File: src/rtl/qdec_pkg.sv
package qdec_pkg;
  localparam int unsigned PHASE_W = 2;
  typedef logic [PHASE_W-1:0] phase_t;

  // 0 = up, 1 = down
  function automatic logic step_dir(phase_t chg, phase_t now);
    return chg[1] ^ now[0] ^ now[1];
  endfunction
endpackage

File: src/rtl/qdec_sync.sv
module qdec_sync #(
  parameter int unsigned WIDTH  = 2,
  parameter int unsigned STAGES = 2
) (
  input  logic             clk_i,
  input  logic             rst_ni,
  input  logic [WIDTH-1:0] d_i,
  output logic [WIDTH-1:0] q_o
);
  logic [WIDTH-1:0] stage_q [STAGES];

  for (genvar g = 0; g < STAGES; g++) begin : g_stage
    logic [WIDTH-1:0] src;
    if (g == 0) begin : g_first
      assign src = d_i;
    end else begin : g_next
      assign src = stage_q[g-1];
    end
    always_ff @(posedge clk_i or negedge rst_ni) begin
      if (!rst_ni) stage_q[g] <= '0;
      else         stage_q[g] <= src;
    end
  end

  assign q_o = stage_q[STAGES-1];
endmodule

File: src/rtl/qdec_edge.sv
module qdec_edge
  import qdec_pkg::*;
(
  input  logic   clk_i,
  input  logic   rst_ni,
  input  logic   sample_en_i,
  input  phase_t now_i,
  output phase_t chg_o,
  output logic   dir_o
);
  phase_t prev_q;

  always_ff @(posedge clk_i or negedge rst_ni) begin
    if (!rst_ni)          prev_q <= '0;
    else if (sample_en_i) prev_q <= now_i;
  end

  assign chg_o = now_i ^ prev_q;
  assign dir_o = step_dir(chg_o, now_i);
endmodule

File: src/rtl/quad_step_decoder.sv
module quad_step_decoder
  import qdec_pkg::*;
#(
  parameter int unsigned SYNC_STAGES = 2,
  parameter bit          FLAG_EN     = 1'b1
) (
  input  logic       clk_i,
  input  logic       rst_ni,
  input  logic       sample_en_i,
  input  logic [1:0] phase_i,
  output logic       step_up_o,
  output logic       step_dn_o,
  output logic       dbl_flip_o
);
  phase_t phase_sync;
  phase_t chg;
  logic   dir;
  logic   moved;
  logic   up_q, dn_q;

  qdec_sync #(.WIDTH(PHASE_W), .STAGES(SYNC_STAGES)) u_sync (
    .clk_i (clk_i),
    .rst_ni(rst_ni),
    .d_i   (phase_i),
    .q_o   (phase_sync)
  );

  qdec_edge u_edge (
    .clk_i      (clk_i),
    .rst_ni     (rst_ni),
    .sample_en_i(sample_en_i),
    .now_i      (phase_sync),
    .chg_o      (chg),
    .dir_o      (dir)
  );

  assign moved = sample_en_i && (chg != '0);

  always_ff @(posedge clk_i or negedge rst_ni) begin
    if (!rst_ni) begin
      up_q <= 1'b0;
      dn_q <= 1'b0;
    end else begin
      up_q <= moved && !dir;
      dn_q <= moved &&  dir;
    end
  end

  if (FLAG_EN) begin : g_flag
    logic flag_q;
    always_ff @(posedge clk_i or negedge rst_ni) begin
      if (!rst_ni) flag_q <= 1'b0;
      else         flag_q <= moved && (&chg);
    end
    assign dbl_flip_o = flag_q;
  end else begin : g_noflag
    assign dbl_flip_o = 1'b0;
  end

  assign step_up_o = up_q;
  assign step_dn_o = dn_q;
endmodule

File: config.mk
export PLATFORM = sky130hd
export DESIGN_NAME = quad_step_decoder
export DESIGN_NICKNAME = d
export VERILOG_FILES = /design/src/rtl/qdec_pkg.sv /design/src/rtl/qdec_sync.sv /design/src/rtl/qdec_edge.sv /design/src/rtl/quad_step_decoder.sv
export SDC_FILE = /design/constraint.sdc
export NUM_CORES = 1
export LEC_CHECK = 0
export CAP_MARGIN = 10
export CORE_AREA = 2 2 39 41
export CTS_CLUSTER_SIZE = 10
export DETAILED_ROUTE_END_ITERATION = 8
export DIE_AREA = 0 0 41 43
export GPL_TIMING_DRIVEN = 0
export SLEW_MARGIN = 20
export SYNTH_ARGS = -nofsm -noshare
export SYNTH_HDL_FRONTEND = slang
export SYNTH_SLANG_ARGS = --single-unit
File: constraint.sdc
create_clock -name clk_i -period 3 [get_ports clk_i]
set_clock_uncertainty 0.2 [all_clocks]
set_input_delay 0.6 -clock clk_i [delete_from_list [all_inputs] [get_ports clk_i]]
set_output_delay 0.6 -clock clk_i [all_outputs]
set_load 0.005 [all_outputs]
# == Yosys cells after proc, flatten, opt, wreduce, memory -nomap -nowiden ==
# Index checks and enable logic that the tools add are counted.
# classes
bitwise,3
reduce_logical,7
# op_table
cell,count
$logic_and A1 B1 Y1,4
$reduce_and A2 Y1,1
$reduce_bool A2 Y1,1
$xor A1 B1 Y1,2
$xor A2 B2 Y2,1
$logic_not A1 Y1,1
# totals
register_bits,9
input_bits,5
output_inout_bits,3
elab_cells,16

# == Logic depth before layout (Yosys ltp) ==
# logic_depth
depth_word,5
ltp_mapped,3
depth_no_buf,3

# == Cells and area by module ==
# Synthesis repeated with hierarchy kept, for this count alone.
# unflattened
cells_unflattened,19
hier_area_um2,300.3
# modules_own_cells
mod,instances,cells_per_inst,area_each_um2,seq_area_each_um2
quad_step_decoder,1,8,101.3,75.1
qdec_sync,1,4,100.1,100.1
qdec_edge,1,7,98.8,50.0

# == Worst setup path after synthesis ==
# No wires, ideal clock.
# synth_timing
path_kind,input port to flip-flop
from,input port sample_en_i
to,register u_edge.prev_q[1]
setup_time_ps,125
t_arrival_ps,897
required_time_ps,2675
path_slack_ps,1778
cell_stages,1
n_path_buf,0
path_cell_list,mux2_2
# synth_lines
element,line_no,source
start: declaration,quad_step_decoder.sv:9,"input logic sample_en_i,"
end signal: assignment,qdec_edge.sv:15,else if (sample_en_i) prev_q <= now_i;
end: declaration,qdec_edge.sv:11,phase_t prev_q;
# No word-level cell between the ends.

# == Worst setup path after layout ==
# layout_timing
from,"register g_flag.flag_q, in the netlist dbl_flip_o"
to,output port dbl_flip_o
# layout_lines
element,line_no,source
start: declaration,quad_step_decoder.sv:50,logic flag_q;
start signal: assignment,quad_step_decoder.sv:53,else flag_q <= moved && (&chg);
end: declaration,quad_step_decoder.sv:13,output logic dbl_flip_o
# No word-level cell between the ends.

==> PnR_summary.wiki <==
{| class="wikitable"
! Metric !! Value
|-
| Number of buffers added by the clock tree synthesis step || 3
|-
| Setup Buffers After CTS || 0
|-
| Capture instance of the worst register-to-register path || step_dn_o
|-
| Proportion of total power due to net switching || 0.213
|-
| Largest delay contributor family on the critical path || buffers and inverters
|-
| Worst r2r src || u_sync.q_o[1]
|-
| Fraction of layout instances using a drive strength above 1 || 0.114
|-
| Final hold vios || 0
|-
| Grt total ovfl || 0
|-
| Synthesized area || 334 sq um
|-
| Startpoint type of the worst setup path || flop
|-
| Net count of the finished layout || 41
|-
| Switching power || 53.9 uW
|-
| Worst Hold Depth || 0
|-
| Slowest Stage Delay on Critical Path || 0.49 ns
|-
| # H-tree levels || 1
|-
| Total negative setup slack || 0 ns
|-
| Fraction of power consumed by sequential logic || 0.542
|-
| Number of flip-flops and latches in the synthesized netlist || 9
|-
| Clk root buf || clkbuf_4
|-
| CTS tree || yes
|-
| Drt drc || 0
|-
| Via count of the first global-routing pass || 232
|-
| Total Routed Length || 490 um
|-
| Number of max-slew violations in the final report || 0
|-
| Buffers on Ports || 7
|-
| Routed wirelength normalized by instance count || 9.61 um
|-
| Post-route fraction of the period consumed by the critical path || 0.622
|-
| Yosys warning count || 0
|-
| Launch point of the worst hold path || u_sync.g_stage[1].src[0]
|-
| Placeable core region || 0.00138 sq mm
|-
| Required time at the worst-slack endpoint || 2.20 ns
|-
| Drt pass-1 iters || 1
|-
| Average via count per standard cell || 4.37
|-
| Highest net fanout along the worst path || 1
|-
| GP Congestion || 0.569
|-
| Number of standard-cell rows in the floorplan || 14
|-
| Mean instance size in the synthesized netlist || 13.9 sq um
|-
| Seq/Total Area, Yosys || 0.674
|-
| Pin count of the biggest net entering global routing || 10
|-
| Net count after synthesis || 29
|-
| Antenna cells || 0
|-
| Buf+Inv Stages, Crit Path || 1
|-
| Global-route wire length before repair || 869 um
|-
| IO Pins || 8
|-
| Design internal power || 199 uW
|-
| GR Util met2 || 0.113
|-
| Initial Utilization || 0.241
|-
| Number of antenna violations at the first check in global routing || 0
|-
| Area of the multi-input gates || 109 sq um
|-
| Most Used Layer, Global Route || met2
|-
| Max-cap violation count || 0
|-
| Reg-to-reg slack, setup || 1.88 ns
|-
| Sequential standard cell area || 225 sq um
|-
| Max-Slew Margin vs Limit || 0.724
|-
| Clock sink count || 9
|-
| Number of distinct standard cells referenced by the synthesized netlist || 12
|-
| Total Die Area || 0.00176 sq mm
|-
| Cell chain of the critical path || clkdlybuf4s50_1
|-
| Fmax || 0.536 GHz
|-
| Clock slew seen by the registers of the worst setup and hold paths || 0.06 ns
|-
| Critical path data arrival time || 1.07 ns
|-
| Antenna violation net count after detailed routing || 0
|-
| GRT met3 Usage || 0.0524
|-
| Power per unit of standard cell area || 562 mW/mm^2
|-
| Unrepaired setup endpoints after global routing || no
|-
| Worst hold margin || 0.150 ns
|-
| Starting DRT DRC Count || 0
|-
| Die Ht || 43 um
|-
| Combined global-route utilization of all metal layers || 0.0823
|-
| Cells after Synth || 24
|-
| Share of the synthesized area in the top cell type || 0.674
|-
| Largest area contributor in the synthesized netlist || dfrtp_1
|-
| Logic gate share of total power || 0.108
|-
| Number of buffers inserted by hold repair at cts || 0
|-
| Critical Path End Type || output port
|-
| Area growth from synthesis to final layout || 34.8%
|-
| Clock insertion delay at the later pin of the skew report || 0.25 ns
|-
| Worst r2r path cells || 3
|-
| Run status || complete, no violations
|-
| Crit Path Category || flop to output port
|-
| Die span in x || 41 um
|-
| Fraction of met1 tracks used by global routing || 0.0769
|-
| Post-layout utilization of the core || 0.325
|-
| Vias post-DR || 223
|-
| Number of failing setup endpoints in the final timing report || 0
|-
| Final critical delay including setup and external delays || 1.87 ns
|-
| Hold path endpoint || u_sync.q_o[0]
|-
| Transition time at the pin with the least slew margin || 0.412 ns
|-
| Post-CTS resize count || 0
|-
| Slowest cell on the critical path || clkdlybuf4s50_1
|-
| Maximum clock insertion buffer count || 2
|-
| Worst voltage drop across the vdd grid || 0.189 mV
|-
| Min-delay worst type || flop to flop
|-
| Part of the power in the clock network || 0.350
|-
| Leakage power || 0.000196 uW
|-
| Layout fillers || 148
|-
| Main area contributors after synthesis || dfrtp_1 67%, xor2_1 5.2%, a21boi_1 4.5%
|}
==> state kept, by name (all words and copies together) (netlist names) <==
signal and count:
u_sync.q_o 2, step_dn_o 1, u_edge.prev_q 2, dbl_flip_o 1
step_up_o 1, u_sync.g_stage.src 2
==> cells in the mapped netlist <==
cell / instances
dfrtp_1: 9
a21boi_1: 2
nand3b_1: 2
or2b_1: 2
xor2_1: 2
and3_1: 1
mux2_1: 1
mux2_2: 1
nand2_1: 1
nand3_1: 1
nor2_1: 1
o21ai_0: 1
==> logic make-up (layout without fill, tap and decap cells) <==
kind of cell / count (synthesis) / after routing / synth area share
flip-flops: 9 / 9 / 0.674
XOR/XNOR: 2 / 2 / 0.0524
AO/OA/AOI/OAI: 3 / 3 / 0.0599
AND/OR/NAND/NOR: 8 / 8 / 0.146
buffers and inverters: 0 / 11 / 0
multiplexers: 2 / 2 / 0.0674
==> how the worst max path moves through the flow <==
stage / from / endpoint / slack (ns) / depth (start not counted)
after CTS: dbl_flip_o / dbl_flip_o / 1.11 / 1
after floorplan: sample_en_i / u_edge.prev_q[1] / 1.78 / 1
final: dbl_flip_o / dbl_flip_o / 1.13 / 1
after global routing: step_dn_o / step_dn_o / 1.06 / 1
after detailed placement: sample_en_i / u_edge.prev_q[1] / 1.18 / 2
after global placement: sample_en_i / u_edge.prev_q[1] / 1.18 / 2
==> layer usage <==
layer | vias up | routed length (um)
li1 | 105 | -
met1 | 110 | 172
met2 | 8 | 266
met3 | 0 | 51
met4 | 0 | 0
met5 | - | 0
==> final cells by class <==
cell class | instances | area share
Multi-Input combinational cell | 15 | 0.242
Tap cell | 16 | 0.0444
Sequential cell | 9 | 0.500
Timing Repair Buffer | 7 | 0.156
Clock buffer | 4 | 0.0583
==> cell usage in the layout (no fill, tap or decap) <==
| cell type | synthesis | layout |
|---|---|---|
| or2b_1 | 2 | 2 |
| o21ai_0 | 1 | 1 |
| clkbuf_4 | 0 | 3 |
| clkbuf_1 | 0 | 1 |
| and3_1 | 1 | 1 |
| dfrtp_1 | 9 | 9 |
| xor2_1 | 2 | 2 |
| a21boi_1 | 2 | 2 |
| mux2_1 | 1 | 1 |
| clkdlybuf4s50_1 | 0 | 7 |
| nand2_1 | 1 | 1 |
| nand3_1 | 1 | 1 |
| nor2_1 | 1 | 1 |
| mux2_2 | 1 | 1 |
| nand3b_1 | 2 | 2 |
==> stage by stage <==
stage / setup WS (ns) / instances / area [sq um] / total power, uW
6_report: 1.13 / 51 / 450 / 253
5_1_grt: 1.06 / 51 / 450 / 273
4_1_cts: 1.11 / 51 / 450 / 261
3_5_place_dp: 1.18 / 47 / 424 / 168
3_3_place_gp: 1.18 / 47 / 424 / 166
2_1_floorplan: 1.78 / 24 / 334 / 150
==> power by group through the flow <==
stage	Clock, uW	Sequential, uW	Combinational (uW)
final	88.6	137	27.3
after global routing	103	139	31.2
after CTS	95.5	138	28.2
after detailed placement	0	140	28.1
after global placement	0	139	27.1
after floorplan	0	139	11.4
(Power assumes the default switching activity.)
